### src/rtl/mod193_pkg.sv
package mod193_pkg;
  typedef struct packed {
    logic clearNow;  // force all slices to zero
    logic loadAll;   // whole-counter preset
    logic countEn;   // parallel count enable to every slice
  } ctrlStrobes_t;
endpackage

### src/rtl/mod193_slice.sv
module mod193_slice #(
  parameter int W = 4
) (
  input  logic         clk,
  input  logic         clearNow,
  input  logic         loadNow,
  input  logic         enP,
  input  logic         enT,
  input  logic [W-1:0] loadVal,
  output logic [W-1:0] q,
  output logic         carry
);
  // priority: clear, then load, then count
  always_ff @(posedge clk) begin
    if (clearNow)          q <= '0;
    else if (loadNow)      q <= loadVal;
    else if (enP && enT)   q <= q + 1'b1;
  end

  assign carry = enT && (&q);
endmodule

### src/rtl/mod193_datapath.sv
module mod193_datapath
  import mod193_pkg::*;
#(
  parameter int SLICE_W = 4,
  parameter int SLICES  = 2,
  parameter int CNT_W   = SLICE_W * SLICES,
  parameter logic [CNT_W-1:0] PRESET_V = '0
) (
  input  logic             clk,
  input  ctrlStrobes_t     strb,
  output logic [CNT_W-1:0] countOut,
  output logic             chainCarry
);
  logic [SLICES:0] tChain;
  assign tChain[0] = strb.countEn;

  for (genvar i = 0; i < SLICES; i++) begin : gSlice
    mod193_slice #(.W(SLICE_W)) slice_i (
      .clk     (clk),
      .clearNow(strb.clearNow),
      .loadNow (strb.loadAll),
      .enP     (strb.countEn),
      .enT     (tChain[i]),
      .loadVal (PRESET_V[i*SLICE_W +: SLICE_W]),
      .q       (countOut[i*SLICE_W +: SLICE_W]),
      .carry   (tChain[i+1])
    );
  end

  assign chainCarry = tChain[SLICES];

  // clear wins over everything
  assert_clear_zero_R1: assert property (@(posedge clk)
    strb.clearNow |=> (countOut == '0));

  // single increment when enabled below the top
  assert_step_R2: assert property (@(posedge clk) disable iff (strb.clearNow)
    (strb.countEn && countOut != '1) |=> (countOut == CNT_W'($past(countOut) + 1'b1)));

  // wrap from all-ones to the preset
  assert_wrap_R3: assert property (@(posedge clk) disable iff (strb.clearNow)
    (strb.countEn && countOut == '1) |=> (countOut == PRESET_V));

  // the loop is closed
  assert_stay_in_loop_R4: assert property (@(posedge clk) disable iff (strb.clearNow)
    (countOut >= PRESET_V) |=> (countOut >= PRESET_V));

  // hold when paused
  assert_hold_R5: assert property (@(posedge clk) disable iff (strb.clearNow)
    (!strb.countEn) |=> $stable(countOut));

  // upper nibble moves only on a lower-slice carry
  assert_upper_on_carry_R8: assert property (@(posedge clk) disable iff (strb.clearNow)
    !(strb.countEn && countOut[SLICE_W-1:0] == '1)
      |=> ($stable(countOut[CNT_W-1:SLICE_W])
           || $past(countOut) == '1));
endmodule

### src/rtl/mod193_ctrl.sv
module mod193_ctrl
  import mod193_pkg::*;
#(
  parameter int CNT_W = 8
) (
  input  logic             clk,
  input  logic             clearN,
  input  logic             enable,
  input  logic             chainCarry,
  input  logic [CNT_W-1:0] countOut,
  output ctrlStrobes_t     strb,
  output logic             tcOut
);
  always_comb begin
    strb.clearNow = !clearN;
    strb.countEn  = enable;
    // carry chain is already qualified by enable, so a paused 255 never presets
    strb.loadAll  = chainCarry;
  end

  assign tcOut = chainCarry;

  // terminal flag matches the full-count-and-enabled condition
  assert_tc_R6: assert property (@(posedge clk) disable iff (!clearN)
    tcOut == (enable && countOut == '1));

  // no preset while paused
  assert_no_load_paused_R5: assert property (@(posedge clk) disable iff (!clearN)
    !enable |-> !strb.loadAll);
endmodule

### src/rtl/mod193_counter.sv
module mod193_counter
  import mod193_pkg::*;
#(
  parameter int SLICE_W = 4,
  parameter int SLICES  = 2,
  parameter int PRESET  = 63
) (
  input  logic                      clk,
  input  logic                      clearN,
  input  logic                      enable,
  output logic [SLICE_W*SLICES-1:0] countOut,
  output logic                      tcOut
);
  localparam int CNT_W = SLICE_W * SLICES;
  localparam logic [CNT_W-1:0] PRESET_V = CNT_W'(PRESET);

  ctrlStrobes_t strb;
  logic chainCarry;

  mod193_ctrl #(.CNT_W(CNT_W)) ctrl_i (
    .clk       (clk),
    .clearN    (clearN),
    .enable    (enable),
    .chainCarry(chainCarry),
    .countOut  (countOut),
    .strb      (strb),
    .tcOut     (tcOut)
  );

  mod193_datapath #(
    .SLICE_W (SLICE_W),
    .SLICES  (SLICES),
    .CNT_W   (CNT_W),
    .PRESET_V(PRESET_V)
  ) dp_i (
    .clk       (clk),
    .strb      (strb),
    .countOut  (countOut),
    .chainCarry(chainCarry)
  );
endmodule

### config.mk
export PLATFORM = sky130hd
export DESIGN_NAME = mod193_counter
export DESIGN_NICKNAME = d
export VERILOG_FILES = /design/src/rtl/mod193_pkg.sv /design/src/rtl/mod193_slice.sv /design/src/rtl/mod193_datapath.sv /design/src/rtl/mod193_ctrl.sv /design/src/rtl/mod193_counter.sv
export SDC_FILE = /design/constraint.sdc
export NUM_CORES = 1
export LEC_CHECK = 0
export ABC_AREA = 1
export ABC_CLOCK_PERIOD_IN_PS = 1960
export BUFFER_PORTS_ARGS = -buffer_cell sky130_fd_sc_hd__buf_2
export CAP_MARGIN = 0
export CORE_AREA = 2 2 39 41
export CTS_CLUSTER_DIAMETER = 120
export DETAILED_ROUTE_END_ITERATION = 8
export DIE_AREA = 0 0 41 43
export SKIP_CTS_REPAIR_TIMING = 1
export SLEW_MARGIN = 20
export SYNTH_ARGS = -nofsm -noshare
export SYNTH_HDL_FRONTEND = slang
export SYNTH_SLANG_ARGS = --single-unit
### constraint.sdc
create_clock -name clk -period 1.96 [get_ports clk]
set_input_delay 0.196 -clock clk [delete_from_list [all_inputs] [get_ports clk]]
set_output_delay 0.196 -clock clk [all_outputs]
set_load 0.02 [all_outputs]
Word level (Yosys, flattened, before mapping):

Index checks and enable logic that the tools add are counted.
W data, S select, Z words.

* register bits: 8
* input bits: 3
* output and inout bits: 9
* logic and storage cells: 18

* mux-type cells: 4
* bitwise gates (word level): 1
* reduce and logical (&&, ||, !) cells: 8
* add/subtract/negate cells: 2

Operator list (number)
* $add A4 B1 Y4 const B: 2
* $mux W4: 2
* $reduce_and A4 Y1: 2
* $mux W2: 2
* $reduce_bool A2 Y1: 2
* $logic_and A1 B1 Y1: 3
* $reduce_or A2 Y1: 1
* $not A1 Y1: 1

Logic depth before layout (Yosys ltp):

Gate-level depths: netlist (run 1).

* depth in word-level cells: 5
* mapped depth: 7
* depth with buffers taken out: 7

Cells and area by module:

A second synthesis (run 1) with hierarchy kept.

* cell total of the unflattened synthesis: 84
* area, all modules: 526.8 µm²

By module, submodules not included
* mod193_slice: cells each 39, area each 246.5 µm², instances 2, sequential area each 80.1 µm²
* mod193_ctrl: cells each 4, area each 26.3 µm², instances 1, sequential area each 0.0 µm²
* mod193_datapath: cells each 2, area each 7.5 µm², instances 1, sequential area each 0.0 µm²

Worst setup path after synthesis (run 1):

OpenSTA, ideal clock, no wires.

* path kind: register -> output
* from: register dp_i.gSlice[0].slice_i.q[0]
* to: output tcOut
* arrival: 1.135 ns
* setup slack: 0.629 ns
* stages on the path, launching flop included: 6
* required time: 1.764 ns
* buffers on the path: 0
* cells stage by stage: dfxtp_1 ha_1 nand2_4 nor2_8 nand2_4 inv_1

* longest elaborated chain between the ends: 3

RTL lines
* start: declaration: line mod193_slice.sv:10 `output logic [W-1:0] q,`
* start signal: assignment: line mod193_slice.sv:16 `else if (loadNow) q <= loadVal;`
* start signal: assignment: line mod193_slice.sv:17 `else if (enP && enT) q <= q + 1'b1;`
* $reduce_and A4 Y1: line mod193_slice.sv:20 `assign carry = enT && (&q);`
* $logic_and A1 B1 Y1 (2 in a row): line mod193_slice.sv:20
* end: declaration: line mod193_counter.sv:12 `output logic tcOut`

Every way passes these cells.

Worst setup path after layout (run 1):

Same ends and word-level chain as after synthesis.

==> results of run 1 <==
through the flow:
stage | cells | setup WS [ns]
2_1_floorplan | 54 | 0.629
3_3_place_gp | 81 | 0.665
3_5_place_dp | 81 | 0.640
4_1_cts | 84 | 0.347
5_1_grt | 84 | 0.262
6_report | 84 | 0.370
routing by layer:
metal / vias to the layer above / GRT usage, %
li1: 205 / -
met1: 163 / 14.0
met2: 10 / 16.6
met3: 0 / 4.71
met4: 0 / 8.00
met5: - / 0
report_power, final:
part           switching, uW  internal (uW)  leakage, uW
combinational           16.8           9.25     0.000204
clock                   57.3           70.2    0.0000138
sequential              4.33            167    0.0000650
cells in the final DEF, fill, tap and decap left out:
master                     Yosys  final
sky130_fd_sc_hd__a21oi_1       5      5
sky130_fd_sc_hd__o21ai_1       2      2
sky130_fd_sc_hd__nand2_4       2      2
sky130_fd_sc_hd__nor2_8        1      1
sky130_fd_sc_hd__o21ai_0       4      4
sky130_fd_sc_hd__nand2_2       1      1
sky130_fd_sc_hd__nand3b_1      1      1
sky130_fd_sc_hd__nand3_1       2      2
sky130_fd_sc_hd__dfxtp_1       8      8
sky130_fd_sc_hd__nand2_1      12     12
sky130_fd_sc_hd__nor2_1        3      3
sky130_fd_sc_hd__ha_1          2      2
sky130_fd_sc_hd__xor2_1        1      1
sky130_fd_sc_hd__inv_1         7      7
sky130_fd_sc_hd__a31oi_1       2      2
sky130_fd_sc_hd__buf_2         0     11
sky130_fd_sc_hd__nor2_2        1      1
sky130_fd_sc_hd__clkbuf_4      0      3
cells by family after synthesis:
logic type	count (synthesis)
fa+ha+maj	2
compound gates	13
flops	8
simple gates	23
buf+inv	7
xor+xnor	1
critical path, delay by kind of cell (launching register included):
kind	cells	cell delay, ns
flip-flops	1	0.39
AND/OR/NAND/NOR	3	0.32
adder cells (fa/ha/maj)	1	0.22
buffers and inverters	2	0.21
how the worst max path moves through the flow:
stage,cells past startpoint,slack [ns],from,end
after floorplan,5,0.63,dp_i.gSlice[0].slice_i.q[0]$_SDFFE_PN0P_,tcOut
after global placement,6,0.67,dp_i.gSlice[1].slice_i.q[1]$_SDFFE_PN0P_,tcOut
after detailed placement,6,0.64,dp_i.gSlice[0].slice_i.q[0]$_SDFFE_PN0P_,tcOut
after CTS,6,0.35,dp_i.gSlice[0].slice_i.q[0]$_SDFFE_PN0P_,tcOut
after global routing,6,0.26,dp_i.gSlice[0].slice_i.q[0]$_SDFFE_PN0P_,tcOut
final,6,0.37,dp_i.gSlice[0].slice_i.q[0]$_SDFFE_PN0P_,tcOut
area by class of cell:
type | instances | area share, %
multi-input cells | 39 | 44.8
flip-flops and latches | 8 | 31.1
repair buffers | 11 | 10.7
inverters | 7 | 5.11
clock buffers | 3 | 4.38
well taps | 16 | 3.89
==> reports/results.tsv, run 1 <==
metric	value	unit
first_pass_drt_iterations	4	
final_core_utilization	37.2	%
total_met2_wirelength_after_detailed_routing	395	um
cts_buffer_count	3	
vias	378	
power.static_leakage	0.000282	uW
finalSetupTns	0	ns
worst_r2r_startpoint	dp_i.gSlice[0].slice_i.q[0]$_SDFFE_PN0P_	
finalHoldWorstSlack	0.218	ns
final_design_area_no_fill	514	sq um
synth_compound_area_share	16.2	%
hold_path.startpoint	clearN	
remaining_drc_errors	0	
final_antenna_net_count	0	
route.detailed.vias_per_inst	4.50	
yosys_warnings	0	
syn2layout_area_growth	23.4	%
drive_gt1_share	27.9	%
start_util	30.1	%
floorplan.core_area	0.00138	sq mm
mappedNetlistArea	417	sq um
num_antenna_cells	0	
synth_enable_flop_cells	0	
die_h	43	um
timing_max_transition_violations_final	0	
cts.sink_count	8	
seqCellArea	160	sq um
hpwlAfterDp	621	um
worstSkewPairLatency	0.25	ns
worst_path_max_delay_cell	sky130_fd_sc_hd__dfxtp_1	
avgSynthCellArea	7.72	sq um
post_synth_simple_gate_area	30.9	%
ios	12	
antenna_found_initial	0	
postSynthNetCount	59	
dr_wl_met3	54	um
min_path_type	input pin to flop	
worst-slew-pin-transition	0.165	ns
r2r.worst_path.cells	7	
timing.max_cap.violations	0	
grt_max_degree	8	
crit_path_start_kind	flop	
reg2reg_slack	0.79	ns
gr-total-overflow	0	
power_density	631	mW/mm^2
path_cells	ha_1, nand2_4, nor2_8, nand2_4, inv_1, buf_2	
finalSetupViolations	0	
place.gp.congestion	0.684	
yosys.area_share.xor_xnor	2.10	%
htreeDepth	1	
worstReg2RegEnd	dp_i.gSlice[1].slice_i.q[1]$_SDFFE_PN0P_	
synth_sequential_area_ratio	38.4	%
synth_top_cell_area_share	38.4	%
detail_route.wirelength	842	um
largest_register_ff_count	8	
period_minus_slack	1.59	ns
layout.filler_cells	159	
grt_pass1_vias	350	
most_flops_register	dp_i.gSlice.slice_i.q	
ir_drop	0.000205	V
grt_setup_unrepaired	false	
synth_top_family_by_area	simple AND/OR/NAND/NOR gates	
synth_top_cells_by_area	sky130_fd_sc_hd__dfxtp_1 (38%), sky130_fd_sc_hd__nand2_1 (11%), sky130_fd_sc_hd__inv_1 (6.3%)	
synth_flop_cell	sky130_fd_sc_hd__dfxtp_1	
clkTransAtPathRegs	0.06	ns
multi_input_area	230	sq um
synth-async-reset-ratio	0	%
die_x	41	um
critical_path.most_common_cell	sky130_fd_sc_hd__nand2_4	
total_routing_usage_gr	11.8	%
crit_path_max_cell_delay	0.39	ns
die-area	0.00176	sq mm
final_hold_viol_count	0	
grt_first_pass_wirelength	1.36	mm
slew-limit-headroom	89.0	%
dpl_cell_area	492	sq um
clk_skew	0.00837	ns
drt-wirelength-per-cell	10.0	um
fmaxAchievable	629	MHz
clk_root_buffer_cell	sky130_fd_sc_hd__clkbuf_4	
routed.top_layer	met3	
outcome	completed	
post_synth_fa_ha_maj_area_fraction	6.01	%
timing.critical_path.fanout_max	7	
final_net_count	75	
largestRegisters	dp_i.gSlice.slice_i.q (8)	
crit_path_category	flop to primary output	
port-buffer-count	11	
hold_path_sink	dp_i.gSlice[1].slice_i.q[2]$_SDFFE_PP0P_	
post_synth_mux_area_share	0	%
period_share	81.1	%
cts_tree	done	
synth_cells	54	
post-synth-top-area-cell	sky130_fd_sc_hd__dfxtp_1	
synth.cells.most_frequent	sky130_fd_sc_hd__nand2_1 (12), sky130_fd_sc_hd__dfxtp_1 (8), sky130_fd_sc_hd__inv_1 (7), sky130_fd_sc_hd__a21oi_1 (5), sky130_fd_sc_hd__o21ai_0 (4)	
power	325	uW
drt_first_iter_violations	1	
holdPathStages	3	
worst_ep_arrival_time	1.39	ns
cp_data_required_time	1.76	ns
yosys.cell_types.count	16	
timing.critical_path.to_type	primary output	
detail_route.wirelength.met1	393	um
ys_ff_latch	8	
clock_path_buffers	2	
post-synth-top-count-cell	sky130_fd_sc_hd__nand2_1	
rows	14	
Note: power is estimated with default switching activity, not from simulation.
==> run 2: changes to the inputs <==
Settings changed: ABC_CLOCK_PERIOD_IN_PS 1960 to 1400.
Clock period 1.96 ns to 1.4 ns, I/O delays scaled along.
==> reports/results.tsv, run 2 (synthesis results as in run 1) <==
metric	value	unit	change
clk_skew	0.00319	ns	was 0.00837 ns
place_worst_setup_slack	0.167	ns	was 0.640 ns
final_net_count	83		was 75
clock_path_buffers	2		unchanged
crit_path_category	flop to primary output		unchanged
route.detailed.vias_per_inst	4.61		was 4.50
timing.critical_path.to_type	primary output		unchanged
largest_register_ff_count	8		unchanged
worst-slew-pin-transition	0.169	ns	was 0.165 ns
worstSkewPairLatency	0.26	ns	was 0.25 ns
die_x	41	um	unchanged
timing_max_transition_violations_final	0		unchanged
grt.met1_usage	16.6	%	was 14.0%
syn2layout_area_growth	47.7	%	was 23.4%
pnr_worst_setup_slack	0.0553	ns	was 0.370 ns
final_common_cell	sky130_fd_sc_hd__nand2_1		unchanged
power_density	768	mW/mm^2	was 631 mW/mm^2
grt_most_used_layer	met1		was met2
cts.sink_count	8		unchanged
final_antenna_net_count	0		unchanged
grt_first_pass_wirelength	1.38	mm	was 1.36 mm
crit_path_start_kind	flop		unchanged
outcome	completed		unchanged
most_flops_register	dp_i.gSlice.slice_i.q		unchanged
clkTransAtPathRegs	0.05	ns	was 0.06 ns
period_share	96.0	%	
first_pass_drt_iterations	4		unchanged
remaining_drc_errors	0		unchanged
floorplan.core_area	0.00138	sq mm	unchanged
final_cell_mix	sky130_fd_sc_hd__nand2_1 (12), sky130_fd_sc_hd__buf_2 (10), sky130_fd_sc_hd__buf_4 (8)		was sky130_fd_sc_hd__nand2_1 (12), sky130_fd_sc_hd__buf_2 (11), sky130_fd_sc_hd__dfxtp_1 (8)
largestRegisters	dp_i.gSlice.slice_i.q (8)		unchanged
grt_setup_unrepaired	false		unchanged
layout.filler_cells	150		was 159
ir_drop	0.000322	V	was 0.000205 V
ios	12		unchanged
die_h	43	um	unchanged
fmaxAchievable	744	MHz	
cts_tree	done		unchanged
timing.critical_path.fanout_max	5		was 7
port-buffer-count	11		unchanged
htreeDepth	1		unchanged
gr-total-overflow	0		unchanged
die-area	0.00176	sq mm	unchanged
clk_root_buffer_cell	sky130_fd_sc_hd__clkbuf_4		unchanged
cts_buffer_count	3		unchanged
final_hold_viol_count	0		unchanged
timing.max_cap.violations	0		unchanged
finalHoldWorstSlack	0.156	ns	was 0.218 ns
antenna_found_initial	0		unchanged
place.gp.congestion	0.680		was 0.684
start_util	30.1	%	unchanged
period_minus_slack	1.34	ns	
drive_gt1_share	44.7	%	was 27.9%
num_antenna_cells	0		unchanged
worst_ep_arrival_time	1.20	ns	was 1.39 ns
power.static_leakage	0.000317	uW	was 0.000282 uW
grt_max_degree	8		unchanged
hpwlAfterDp	649	um	was 621 um
grt_use_met3	3.14	%	was 4.71%
drt-wirelength-per-cell	10.7	um	was 10.0 um
grt.met2_usage	14.4	%	was 16.6%
slew-limit-headroom	88.7	%	was 89.0%
rows	14		unchanged
drt_first_iter_violations	2		was 1
finalSetupViolations	0		unchanged
grt_pass1_vias	332		was 350
min_path_type	input pin to flop		unchanged
finalSetupTns	0	ns	unchanged
total_routing_usage_gr	12.5	%	was 11.8%
vias	424		was 378
detail_route.wirelength	987	um	was 842 um
cp_data_required_time	1.26	ns	was 1.76 ns
==> run 2: cell count changes in the layout (fill, tap and decap cells not counted), moves of 2 or more <==
cell                      before  now
sky130_fd_sc_hd__buf_4         0    8
sky130_fd_sc_hd__dfxtp_1       8    4
sky130_fd_sc_hd__dfxtp_2       0    4
sky130_fd_sc_hd__ha_1          2    0
sky130_fd_sc_hd__ha_4          0    2
==> run 2: critical path: stages, from the launching register on <==
cell	delay (ns)
sky130_fd_sc_hd__dfxtp_2	0.35
sky130_fd_sc_hd__ha_4	0.14
sky130_fd_sc_hd__nand2_4	0.07
sky130_fd_sc_hd__nor2_8	0.15
sky130_fd_sc_hd__nand2_4	0.08
sky130_fd_sc_hd__inv_2	0.05
sky130_fd_sc_hd__buf_6	0.10
==> run 2: final timing paths <==
kind	startpoint	end	slack, ns	cells past startpoint
hold / removal	clearN	dp_i.gSlice[1].slice_i.q[1]$_SDFFE_PN0P_	0.16	3
setup / recovery	dp_i.gSlice[0].slice_i.q[1]$_SDFFE_PN0P_	tcOut	0.06	6
setup reg to reg	dp_i.gSlice[0].slice_i.q[1]$_SDFFE_PN0P_	dp_i.gSlice[1].slice_i.q[1]$_SDFFE_PN0P_	0.25	8
hold reg to reg	dp_i.gSlice[1].slice_i.q[3]$_SDFFE_PP0P_	dp_i.gSlice[1].slice_i.q[3]$_SDFFE_PP0P_	0.50	2
==> run 2: metrics by stage <==
stage	power, uW	utilization [%]	cells	instance area, sq um
2_1_floorplan	266	-	54	417
5_1_grt	497	44.5	92	616
6_report	473	44.5	92	616
4_1_cts	470	38.2	86	529
3_3_place_gp	288	36.6	83	507
3_5_place_dp	289	36.6	83	507
==> run 2: layout make-up <==
class                           instances  area, sq um  share of cell area (%)
Multi-Input combinational cell         39          260                    42.3
Inverter                                7         26.3                    4.27
Sequential cell                         8          165                    26.8
Tap cell                               16         20.0                    3.25
Timing Repair Buffer                   19          121                    19.7
Clock buffer                            3         22.5                    3.66
==> run 2: per-layer routing <==
metal | wire length, um | part of all wire (%)
met3 | 49 | 5.0
met5 | 0 | 0
met1 | 439 | 44
met2 | 453 | 46
met4 | 46 | 4.7
==> run 2: power breakdown <==
group	switching [uW]	total [uW]	internal [uW]
clock	82.4	181	98.4
combinational	28.3	51.9	23.6
sequential	5.86	240	235
